--- config.mk ---
export PLATFORM = sky130hd
export DESIGN_NAME = vmem_fill_engine
export DESIGN_NICKNAME = d
export VERILOG_FILES = /design/src/rtl/vfill_pkg.sv /design/src/rtl/fill_src_pick.sv /design/src/rtl/fill_len_ctr.sv /design/src/rtl/vmem_fill_engine.sv
export SDC_FILE = /design/constraint.sdc
export NUM_CORES = 1
export LEC_CHECK = 0
export ABC_AREA = 1
export CORE_ASPECT_RATIO = 0.5
export CORE_MARGIN = 2
export CORE_UTILIZATION = 40
export CTS_CLUSTER_DIAMETER = 150
export CTS_CLUSTER_SIZE = 25
export DETAILED_ROUTE_END_ITERATION = 8
export PLACE_DENSITY = 0.71
export SKIP_CTS_REPAIR_TIMING = 1
export SYNTH_ARGS = -nofsm -noshare
export SYNTH_HDL_FRONTEND = slang
export SYNTH_HIERARCHICAL = 1
export SYNTH_SLANG_ARGS = --single-unit
export TNS_END_PERCENT = 1
--- constraint.sdc ---
create_clock -name clk -period 8.05 [get_ports clk]
set_clock_uncertainty 0.15 [all_clocks]
set_input_delay 1.61 -clock clk [delete_from_list [all_inputs] [get_ports clk]]
set_output_delay 1.61 -clock clk [all_outputs]
set_load 0.05 [all_outputs]
--- src/rtl/vfill_pkg.sv ---
package vfill_pkg;

  typedef enum logic [1:0] {
    TGT_NONE  = 2'd0,
    TGT_VRAM  = 2'd1,
    TGT_CRAM  = 2'd2,
    TGT_VSRAM = 2'd3
  } tgt_e;

  typedef enum logic [1:0] {
    ST_IDLE = 2'd0,
    ST_PEND = 2'd1,
    ST_RUN  = 2'd2
  } st_e;

  // Low access-code bits select the destination memory.
  function automatic tgt_e decode_tgt(input logic [3:0] c);
    case (c)
      4'h1:    return TGT_VRAM;
      4'h3:    return TGT_CRAM;
      4'h5:    return TGT_VSRAM;
      default: return TGT_NONE;
    endcase
  endfunction

endpackage

--- src/rtl/fill_src_pick.sv ---
module fill_src_pick #(
  parameter int DW     = 16,
  parameter int FDEPTH = 4,
  localparam int FIW   = $clog2(FDEPTH),
  localparam int BW    = DW / 2
) (
  input  logic [FDEPTH*DW-1:0] fifo_flat,
  input  logic [FIW-1:0]       widx,
  output logic [BW-1:0]        newest_hi,
  output logic [DW-1:0]        cur_word,
  output logic [8:0]           cur_packed
);
  logic [DW-1:0] ent [FDEPTH];

  for (genvar g = 0; g < FDEPTH; g++) begin : g_unpack
    assign ent[g] = fifo_flat[g*DW +: DW];
  end

  logic [FIW-1:0] prev_idx;
  assign prev_idx  = widx - FIW'(1);
  assign newest_hi = ent[prev_idx][DW-1:BW];
  assign cur_word  = ent[widx];
  // Three 3-bit colour fields, dropping the pad bit below each.
  assign cur_packed = {cur_word[11:9], cur_word[7:5], cur_word[3:1]};
endmodule

--- src/rtl/fill_len_ctr.sv ---
module fill_len_ctr #(
  parameter int LW = 16
) (
  input  logic          clk,
  input  logic          rst_n,
  input  logic          load,
  input  logic [LW-1:0] len_in,
  input  logic          dec,
  output logic          last
);
  logic [LW:0] cnt_q;

  always_ff @(posedge clk) begin
    if (!rst_n) begin
      cnt_q <= '0;
    end else if (load) begin
      cnt_q <= (len_in == '0) ? {1'b1, {LW{1'b0}}} : {1'b0, len_in};
    end else if (dec) begin
      cnt_q <= cnt_q - 1'b1;
    end
  end

  assign last = (cnt_q == {{LW{1'b0}}, 1'b1});
endmodule

--- src/rtl/vmem_fill_engine.sv ---
module vmem_fill_engine
  import vfill_pkg::*;
#(
  parameter int AW     = 16,
  parameter int DW     = 16,
  parameter int FDEPTH = 4,
  parameter int IW     = 8,
  parameter int LW     = 16,
  parameter int XW     = 6,
  localparam int FIW   = $clog2(FDEPTH),
  localparam int BW    = DW / 2,
  localparam int HW    = LW / 2,
  localparam int PW    = IW + LW + 1
) (
  input  logic                 clk,
  input  logic                 rst_n,
  input  logic                 arm_i,
  input  logic                 dwr_i,
  input  logic [FDEPTH*DW-1:0] fifo_flat_i,
  input  logic [FIW-1:0]       fifo_widx_i,
  input  logic [HW-1:0]        len_lo_i,
  input  logic [HW-1:0]        len_hi_i,
  input  logic [LW-1:0]        src_i,
  input  logic [3:0]           code_i,
  input  logic [AW-1:0]        addr_i,
  input  logic [IW-1:0]        incr_i,
  output logic                 vram_wr_valid,
  input  logic                 vram_wr_ready,
  output logic [AW-1:0]        vram_wr_addr,
  output logic [BW-1:0]        vram_wr_data,
  output logic                 cram_wr_valid,
  input  logic                 cram_wr_ready,
  output logic [XW-1:0]        cram_wr_idx,
  output logic [8:0]           cram_wr_data,
  output logic                 vsram_wr_valid,
  input  logic                 vsram_wr_ready,
  output logic [XW-1:0]        vsram_wr_idx,
  output logic [DW-1:0]        vsram_wr_data,
  output logic                 busy_o,
  output logic                 done_o,
  output logic [AW-1:0]        addr_o,
  output logic [LW-1:0]        src_end_o
);
  st_e           st_q;
  tgt_e          tgt_q, tgt_new;
  logic [AW-1:0] addr_q;
  logic [BW-1:0] vbyte_q;
  logic [8:0]    cpk_q;
  logic [DW-1:0] cword_q;
  logic [LW-1:0] src_q, len_q, src_end_q;
  logic          done_q;

  logic          launch, fire, last;
  logic [LW-1:0] len_raw;
  logic [LW:0]   len_eff;
  logic [PW-1:0] skip_prod;
  logic [AW-1:0] skip_addr, incr_ext;
  logic [BW-1:0] pick_byte;
  logic [DW-1:0] pick_word;
  logic [8:0]    pick_pk;

  fill_src_pick #(.DW(DW), .FDEPTH(FDEPTH)) u_pick (
    .fifo_flat  (fifo_flat_i),
    .widx       (fifo_widx_i),
    .newest_hi  (pick_byte),
    .cur_word   (pick_word),
    .cur_packed (pick_pk)
  );

  assign launch  = (st_q == ST_PEND) && dwr_i;
  assign tgt_new = decode_tgt(code_i);
  assign len_raw = {len_hi_i, len_lo_i};
  assign len_eff = (len_raw == '0) ? {1'b1, {LW{1'b0}}} : {1'b0, len_raw};
  assign skip_prod = {{(LW+1){1'b0}}, incr_i} * {{IW{1'b0}}, len_eff};
  assign skip_addr = addr_i + skip_prod[AW-1:0];
  assign incr_ext  = {{(AW-IW){1'b0}}, incr_i};

  assign fire = (st_q == ST_RUN) &&
                (((tgt_q == TGT_VRAM)  && vram_wr_ready) ||
                 ((tgt_q == TGT_CRAM)  && cram_wr_ready) ||
                 ((tgt_q == TGT_VSRAM) && vsram_wr_ready));

  fill_len_ctr #(.LW(LW)) u_len (
    .clk    (clk),
    .rst_n  (rst_n),
    .load   (launch),
    .len_in (len_raw),
    .dec    (fire),
    .last   (last)
  );

  always_ff @(posedge clk) begin
    if (!rst_n) begin
      st_q      <= ST_IDLE;
      tgt_q     <= TGT_NONE;
      addr_q    <= '0;
      vbyte_q   <= '0;
      cpk_q     <= '0;
      cword_q   <= '0;
      src_q     <= '0;
      len_q     <= '0;
      src_end_q <= '0;
      done_q    <= 1'b0;
    end else begin
      done_q <= 1'b0;
      case (st_q)
        ST_IDLE: begin
          if (arm_i) st_q <= ST_PEND;
        end
        ST_PEND: begin
          if (dwr_i) begin
            tgt_q   <= tgt_new;
            src_q   <= src_i;
            len_q   <= len_raw;
            vbyte_q <= pick_byte;
            cpk_q   <= pick_pk;
            cword_q <= pick_word;
            if (tgt_new == TGT_NONE) begin
              addr_q    <= skip_addr;
              src_end_q <= src_i + len_raw;
              done_q    <= 1'b1;
              st_q      <= ST_IDLE;
            end else begin
              addr_q <= addr_i;
              st_q   <= ST_RUN;
            end
          end
        end
        ST_RUN: begin
          if (fire) begin
            addr_q <= addr_q + incr_ext;
            if (last) begin
              st_q      <= ST_IDLE;
              done_q    <= 1'b1;
              src_end_q <= src_q + len_q;
            end
          end
        end
        default: st_q <= ST_IDLE;
      endcase
    end
  end

  assign vram_wr_valid  = (st_q == ST_RUN) && (tgt_q == TGT_VRAM);
  assign cram_wr_valid  = (st_q == ST_RUN) && (tgt_q == TGT_CRAM);
  assign vsram_wr_valid = (st_q == ST_RUN) && (tgt_q == TGT_VSRAM);
  assign vram_wr_addr   = {addr_q[AW-1:1], ~addr_q[0]};
  assign vram_wr_data   = vbyte_q;
  assign cram_wr_idx    = addr_q[XW:1];
  assign cram_wr_data   = cpk_q;
  assign vsram_wr_idx   = addr_q[XW:1];
  assign vsram_wr_data  = cword_q;
  assign busy_o         = (st_q != ST_IDLE);
  assign done_o         = done_q;
  assign addr_o         = addr_q;
  assign src_end_o      = src_end_q;
endmodule

; Word level (Yosys, flattened, before mapping)
; Index checks and enable logic that the tools add are counted.
[totals]
output_inout_bits = 98
regBits = 119
[classes]
bitwise = 3
reduce_logical = 20
eq_ne = 14
mul = 1
n_mux = 30
n_lt_le_gt_ge = 2
add_sub_neg = 6
[ops]
columns = cell, count
row1 = $mux W16, 11
row2 = $bmux W16 S2, 2
row3 = $pmux W16 S2, 2
row4 = $mux W17, 3
row5 = $add A16 B16 Y16, 3
row6 = $eq A17 B1 Y1 const B, 1
row7 = $mul A8 B17 Y16, 1
row8 = $sub A17 B1 Y17 const B, 1
row9 = $add A16 B8 Y16, 1
row10 = $logic_not A16 Y1, 1
row11 = $pmux W2 S3, 2
row12 = $mux W2, 5
row13 = $logic_and A1 B1 Y1, 8
row14 = $ne A2 B2 Y1 const B, 4
row15 = $eq A2 B2 Y1 const B, 3
row16 = $ge A3 B3 Y1 const B, 2
row17 = $not A2 Y3, 2
row18 = $reduce_bool A2 Y1, 3
row19 = $reduce_and A5 Y1, 1
row20 = $eq A2 B1 Y1 const B, 2
row21 = $eq A4 B1 Y1 const B, 1
row22 = $eq A4 B2 Y1 const B, 1
row23 = $eq A4 B3 Y1 const B, 1
row24 = $logic_not A2 Y1, 2
row25 = other kinds (9), 13

; Logic depth before layout (Yosys ltp)
; Gate-level depths: netlist of the first run.
[logic_depth]
depth_word = 7
depth_mapped = 27

; Cells and area by module
; The synthesis of the first run kept the hierarchy.
[by_module_without_submodules]
columns = mod, cells_per_inst, instances, seq_area_each_um2, area_per_inst_um2
row1 = vmem_fill_engine, 1441, 1, 2042.0, 9923.3
row2 = fill_len_ctr, 208, 1, 340.3, 1300.0
row3 = fill_src_pick, 276, 1, 0.0, 1176.1

; Worst setup path after synthesis of the first run
; No wires, ideal clock.
[synth_timing]
path_type = input port to flip-flop
from = input port incr_i[0]
to = register addr_q[15], in the netlist addr_o[15]
required_ns = 7.781
cell_stages = 23
arrival_time_ns = 5.423
slack_ns = 2.358
cell_sequence = buf_2 > clkbuf_1 > nand2_1 > fa_1 > inv_1 > fa_1 > inv_1 > fa_1 > fa_1 > inv_1 > ha_1 > a21oi_2 > o21ai_4 > nand3_2 > inv_2 > nor2_1 > nand2_1 > nand2_1 > nand2_1 > nand2_1 > nand2_1 > nand2_1 > a21oi_2
[synth_via]
elab_chain_len = 5
elab_cells_between_ends = 7
[synth_lines]
columns = item, line_no
row1 = start: declaration, vmem_fill_engine.sv:26  ; input logic [IW-1:0] incr_i,
row2 = $mul A8 B17 Y16, vmem_fill_engine.sv:74  ; assign skip_prod = {{(LW+1){1'b0}}, incr_i} * {{IW{1'b0}}, len_eff};
row3 = $add A16 B16 Y16, vmem_fill_engine.sv:75  ; assign skip_addr = addr_i + skip_prod[AW-1:0];
row4 = $mux W16, vmem_fill_engine.sv:118  ; if (tgt_new == TGT_NONE) begin
row5 = $mux W16, vmem_fill_engine.sv:111  ; if (dwr_i) begin
row6 = $pmux W16 S2 *, vmem_fill_engine.sv:106  ; case (st_q)
row7 = end signal: assignment, vmem_fill_engine.sv:119  ; addr_q <= skip_addr;
row8 = end signal: assignment, vmem_fill_engine.sv:124  ; addr_q <= addr_i;
row9 = end signal: assignment, vmem_fill_engine.sv:131  ; addr_q <= addr_q + incr_ext;
row10 = end: declaration, vmem_fill_engine.sv:46  ; logic [AW-1:0] addr_q;
; Mark *: on every way between the ends. The rest lies on a longest branch, timed or not. The select of a mux whose other input is x is not followed.
; A chain may end at the register's enable or synchronous reset.

; Worst setup path after layout of the first run
[layout_timing]
from = input port len_hi_i[0]
to = register addr_q[12], in the netlist addr_o[12]
[layout_via]
elab_chain_len = 7
[layout_lines]
columns = item, line_no
row1 = start: declaration, vmem_fill_engine.sv:22  ; input logic [HW-1:0] len_hi_i,
row2 = $logic_not A16 Y1, vmem_fill_engine.sv:73  ; assign len_eff = (len_raw == '0) ? {1'b1, {LW{1'b0}}} : {1'b0, len_raw};
row3 = $mux W17 *, vmem_fill_engine.sv:73
row4 = $mul A8 B17 Y16 *, vmem_fill_engine.sv:74
row5 = $add A16 B16 Y16 *, vmem_fill_engine.sv:75
row6 = $mux W16 *, vmem_fill_engine.sv:118
row7 = $mux W16 *, vmem_fill_engine.sv:111
row8 = $pmux W16 S2 *, vmem_fill_engine.sv:106
; Marked as above.

==> flow_metrics.tcl, run 1 <==
set metrics [dict create \
    critPathArrivalTime_ps 6440 \
    cpMostUsedCell "fa_1" \
    power_mw 4.85 \
    fin_crit_sh 0.775 \
    h-tree-depth 4 \
    cts-buffers-inserted 17 \
    worstPathMaxFanout 13 \
    gr-total-overflow 0 \
    drc 0 \
    cts_tree "built" \
    crit_path_end_kind "flop" \
    vias 12500 \
    maxCapViolations 0 \
    min_period_ps 6240 \
    placed_area_um2 14600 \
    grt_start_max_net_pins 80 \
    wl_per_cell_um 16.1 \
    avgSynthCellArea_um2 6.44 \
    grt.total_usage 0.247 \
    first_global_vias 11700 \
    numPortBuffers 230 \
    fp.dieW_um 253 \
    row_count 45 \
    synth-seq-cells 119 \
    syn_to_final_growth_pct 22.3 \
    synth_top_area_cell "dfxtp_1" \
    initial_core_util 0.408 \
    die_y_um 128 \
    power.leakage_nw 7.65 \
    synth_top_area_frac 0.192 \
    ir_drop_mv 0.194 \
    wirelength_um 39900 \
    clk_path_buf_depth 2 \
    antenna_found_initial 1 \
    synth_most_common_cell "nand2_1" \
    worstPathRequired_ps 8250 \
    root_buffer "clkbuf_16" \
    async_flop_share 0 \
    outcome "finished, final reports clean" \
    clock_latency_ps 430 \
    post-place-ws_ps 1410 \
    dp.cells 2450 \
    drive_gt1_frac 0.0528 \
    drtPass1Iterations 7 \
    holdCritPathClass "flop to flop" \
    fmax_mhz 160 \
    dp_hpwl_um 30300 \
    grt_pass1_wl_um 62600 \
    synth_top_flop_cell "dfxtp_1" \
    yosysSeqAreaShare 0.192 \
    synthCells 1925 \
    ff_latch_area_um2 2380 \
    synth_edf_count 0 \
    final.fill_count 3169 \
    start_kind "primary input" \
    syn_nets 2203 \
    syn-cell-area_um2 12400 \
    synthTopCellsByCount "nand2_1 (458), inv_1 (340), nor2_1 (191)" \
    nNetsFinal 2348 \
    p_per_area_nw_per_um2 319 \
    coreArea_um2 30400 \
    worstMarginPinSlew_ps 989 \
    cts.clk_slew.worst_paths_ps 60 \
    fin_cells 2482 \
    drtIter0Drc 804 \
    multiInputGateArea_um2 7980 \
    die-area_um2 32500 \
    crit_slowest_cell "clkdlybuf4s50_1" \
    timing.slew.headroom 0.339 \
    boundaryPins 231 \
    maxSlewViolCount 0 \
    cpPeakStageDelay_ps 1020 \
    worst_slack_ps 1810 \
    crit_type "primary input to flop" \
    holdWs_ps 323 \
    clock_sinks 119 \
    hold_viol_final 0 \
    setup_viol 0 \
    path_cells "clkdlybuf4s50_1 -> nand2_1 -> fa_1 -> inv_1 -> fa_1 -> fa_1 -> inv_1 -> fa_1 -> inv_1 -> ha_1 -> a21oi_1 -> nor2_1 -> nor2_1 -> nand3_1 -> a21oi_1 -> o21ai_0 -> nand3_1 -> nand3_1 -> a21oi_1" \
    final_area_um2 15200 \
    via_per_inst 5.04 \
    yosysWarningCount 6 \
    ant_nets 0 \
    tns_ps 0 \
    n_antenna_cell 0 \
    final_util 0.499 \
    routabilityCongestion 0.915 \
    ys_top_cells_by_area "dfxtp_1 (19%), nand2_1 (14%), fa_1 (12%)" \
    synth.distinct_cells 54 \
    rsz0062_at_grt "no" \
]
==> sequential cells by signal, summed over array words and instances (netlist names) <==
name and flops:
tgt_q 2, len_q 16, vram_wr_data 8, vsram_wr_data 16, src_q 16, done_o 1
addr_o 16, u_len/cnt_q 17, st_q 2, src_end_o 16, cram_wr_data 9
==> cell type report <==
cell class                 instances  area share
multi-input combinational       1333       0.526
sequential                       119       0.157
timing repair buffer             241       0.157
inverter                         358      0.0889
tap                              399      0.0329
clock buffer                      18      0.0290
clock inverter                    14     0.00899
==> routing by layer <==
layer / vias to the layer above / part of all wire / global-route usage
met5: - / 0.00033 / 0
met4: 2 / 0.031 / 0.0943
met3: 81 / 0.069 / 0.0573
met2: 396 / 0.48 / 0.430
met1: 5752 / 0.42 / 0.298
li1: 6267 / - / -
==> power breakdown <==
part	internal [mW]	switching [mW]	leakage [nW]	total [mW]
Sequential	0.745	0.140	0.973	0.885
Combinational	1.11	2.08	6.39	3.19
Clock	0.441	0.332	0.281	0.773
==> critical path, delay by kind of cell <==
| kind | cells | cell delay, ps |
|---|---|---|
| AO/OA/AOI/OAI | 4 | 630 |
| AND/OR/NAND/NOR | 6 | 630 |
| buffers and inverters | 4 | 1180 |
| adder cells (fa/ha/maj) | 5 | 2400 |
==> path summary, 6_finish.rpt <==
check / start / to / slack, ps / depth (start not counted)
min: src_end_o[1] / src_end_o[1] / 320 / 2
max: len_hi_i[0] / addr_o[12] / 1810 / 19
min reg2reg: src_end_o[1] / src_end_o[1] / 320 / 2
max reg2reg: u_len/cnt_q[5] / src_end_o[1] / 4950 / 7
==> cells by family after synthesis <==
| group | Yosys count | share of synthesized area |
|---|---|---|
| AND/OR/NAND/NOR | 850 | 0.290 |
| buffers and inverters | 473 | 0.164 |
| AO/OA/AOI/OAI | 320 | 0.148 |
| adder cells (fa/ha/maj) | 145 | 0.193 |
| flip-flops | 119 | 0.192 |
| XOR/XNOR | 18 | 0.0127 |
==> layout by cell type, fill, tap and decap left out, drive strengths merged, types with 3 or more instances in the layout <==
| master | n |
|---|---|
| nor3 | 18 |
| a22oi | 3 |
| fa | 77 |
| nand2 | 471 |
| a31oi | 8 |
| nor2 | 203 |
| nand4 | 7 |
| a21o | 4 |
| nor4 | 4 |
| o21ai | 149 |
| clkinv | 5 |
| a211oi | 6 |
| clkdlybuf4s50 | 229 |
| xnor2 | 8 |
| buf | 12 |
| ha | 68 |
| clkbuf | 18 |
| xor2 | 10 |
| o21a | 11 |
| o31ai | 5 |
| a21oi | 111 |
| inv | 364 |
| dfxtp | 119 |
| o211ai | 15 |
| nand3 | 134 |
| nand3b | 7 |
| or2 | 4 |
No activity file was read; power rests on OpenSTA's default activity.
==> inputs of run 2 (changes only) <==
PLACE_DENSITY = 0.73   (was 0.71)
clock period = 5.2 ns   (was 8.05 ns; I/O delays follow)
==> run 2 against run 1 <==
  * Cell count increased by 2.8%
  * Largest cell class unchanged
  * Register-to-register slack got worse by 3000 ps
  * Utilization increased by 2.8 points
  * Combinational power increased by 71%
  * Power increased by 66%
  * Via count increased by 3.1%
  * Sequential power increased by 56%
  * Critical path depth increased by 2
  * Setup slack got worse by 1600 ps
  * Die area unchanged
  * Cell area increased by 5.5%
  * Clock power increased by 60%
==> flow_metrics.tcl, run 2 (same netlist as run 1, synthesis figures left out) <==
set metrics [dict create \
    nNetsFinal 2418 \
    grt_pass1_wl_um 62800 \
    die_y_um 128 \
    start_kind "primary input" \
    hold_viol_final 0 \
    vias 12900 \
    pwr-share-seq 0.171 \
    crit_slowest_cell "fa_1" \
    clock_sinks 119 \
    post-place-ws_ps -429 \
    worstMarginPinSlew_ps 961 \
    mostFrequentLayoutCells "nand2_1 (454), inv_1 (339), clkdlybuf4s50_1 (220)" \
    cpPeakStageDelay_ps 510 \
    holdCritPathClass "flop to flop" \
    wirelength_um 39800 \
    cts.clk_slew.worst_paths_ps 60 \
    timing.slew.headroom 0.358 \
    crit_type "primary input to flop" \
    final_common_cell "nand2_1" \
    p_sw_frac 0.509 \
    root_buffer "clkbuf_16" \
    fmax_mhz 199 \
    fp.dieW_um 253 \
    syn_to_final_growth_pct 29.1 \
    drtIter0Drc 893 \
    clock_latency_ps 450 \
    numPortBuffers 230 \
    cts_tree "built" \
    n_antenna_cell 0 \
    gr-total-overflow 0 \
    worstPathMaxFanout 11 \
    ant_nets 0 \
    wl_per_cell_um 15.6 \
    coreArea_um2 30400 \
    power.leakage_nw 8.11 \
    worstPathRequired_ps 5370 \
    h-tree-depth 4 \
    maxSlewViolCount 0 \
    regMostFlops "u_len/cnt_q" \
    dp_hpwl_um 30500 \
    p_sw_mw 4.10 \
    row_count 45 \
    largest_reg_flops 17 \
    path_cells "clkdlybuf4s50_1 -> buf_12 -> buf_4 -> nand2_1 -> inv_1 -> fa_1 -> fa_1 -> fa_1 -> inv_1 -> fa_1 -> inv_1 -> ha_4 -> nand2_1 -> nor2_2 -> nand3_1 -> nand3_1 -> a21oi_1 -> o21ai_0 -> nand3_1 -> nand3_1 -> a21oi_1" \
    grt_start_max_net_pins 71 \
    via_per_inst 5.05 \
    ir_drop_mv 0.309 \
    fin_crit_sh 0.968 \
    holdWs_ps 329 \
    drc 0 \
    first_global_vias 12300 \
    worst_slack_ps 168 \
    drive_gt1_frac 0.0961 \
    p_int_mw 3.96 \
    min_period_ps 5030 \
    setup_viol 0 \
    boundaryPins 231 \
    grt.total_usage 0.246 \
    outcome "finished, final reports clean" \
    routabilityCongestion 0.938 \
    p_comb_frac 0.675 \
    clk_path_buf_depth 2 \
    cts-buffers-inserted 17 \
    critPathArrivalTime_ps 5200 \
    rsz0062_at_grt "yes" \
    drtPass1Iterations 8 \
    maxCapViolations 0 \
    p_per_area_nw_per_um2 503 \
    crit_path_end_kind "flop" \
    die-area_um2 32500 \
    final_util 0.526 \
    clockPowerShare 0.154 \
    initial_core_util 0.408 \
    antenna_found_initial 0 \
]
run 2: changes by cell type in the layout (fill, tap and decap cells not counted), moves of 5 or more:
cell,before,now
nor2_1,191,186
ha_4,0,8
nor2_2,7,12
clkdlybuf4s50_1,229,220
buf_12,0,8
buf_4,11,70
ha_1,68,60
dlymetal6s2s_1,0,9
run 2: routing by layer:
metal,global-route usage,wire (µm),up-vias
met2,0.415,18700,450
met5,0,0,-
met3,0.0765,3290,78
met4,0.0975,1390,0
li1,-,-,6413
met1,0.295,16500,5945
run 2: worst max-delay path: cells and delay by family:
family,cells,cell delay (ps)
buffers and inverters,6,930
AND/OR/NAND/NOR,7,760
AO/OA/AOI/OAI,3,200
adder cells (fa/ha/maj),5,2260
run 2: final timing paths:
| path | cells past startpoint | slack (ps) | to | start |
|---|---|---|---|---|
| worst max-delay path | 21 | 170 | addr_o[12] | incr_i[2] |
| worst min-delay path | 2 | 330 | cram_wr_data[8] | cram_wr_data[8] |
| worst max register to register | 11 | 1970 | src_end_o[14] | st_q[0] |
| worst min register to register | 2 | 330 | cram_wr_data[8] | cram_wr_data[8] |
run 2: power groups by stage:
stage | combinational [mW] | clock [mW] | sequential [mW]
global route | 5.96 | 1.31 | 1.40
CTS | 5.09 | 1.26 | 1.37
finish | 5.44 | 1.24 | 1.38
detailed placement | 5.07 | 0 | 1.39
global placement | 5.01 | 0 | 1.38
floorplan | 3.21 | 0 | 1.85
run 2: final cells by class:
| class | instances | area (µm²) |
|---|---|---|
| fill | 3034 | 14400 |
| clock inverter | 14 | 163 |
| sequential | 119 | 2380 |
| inverter | 358 | 1350 |
| timing repair buffer | 311 | 3040 |
| multi-input combinational | 1333 | 8130 |
| clock buffer | 18 | 439 |
| tap | 399 | 499 |
run 2: stage by stage:
stage | setup TNS [ps] | cells | cell area [µm²] | power, mW
after floorplan | 0 | 1925 | 12400 | 5.06
after global placement | -3230 | 2516 | 15200 | 6.39
after detailed placement | -3670 | 2516 | 15200 | 6.45
after CTS | 0 | 2548 | 15800 | 7.72
after global routing | -50.8 | 2552 | 16000 | 8.66
final | 0 | 2552 | 16000 | 8.06
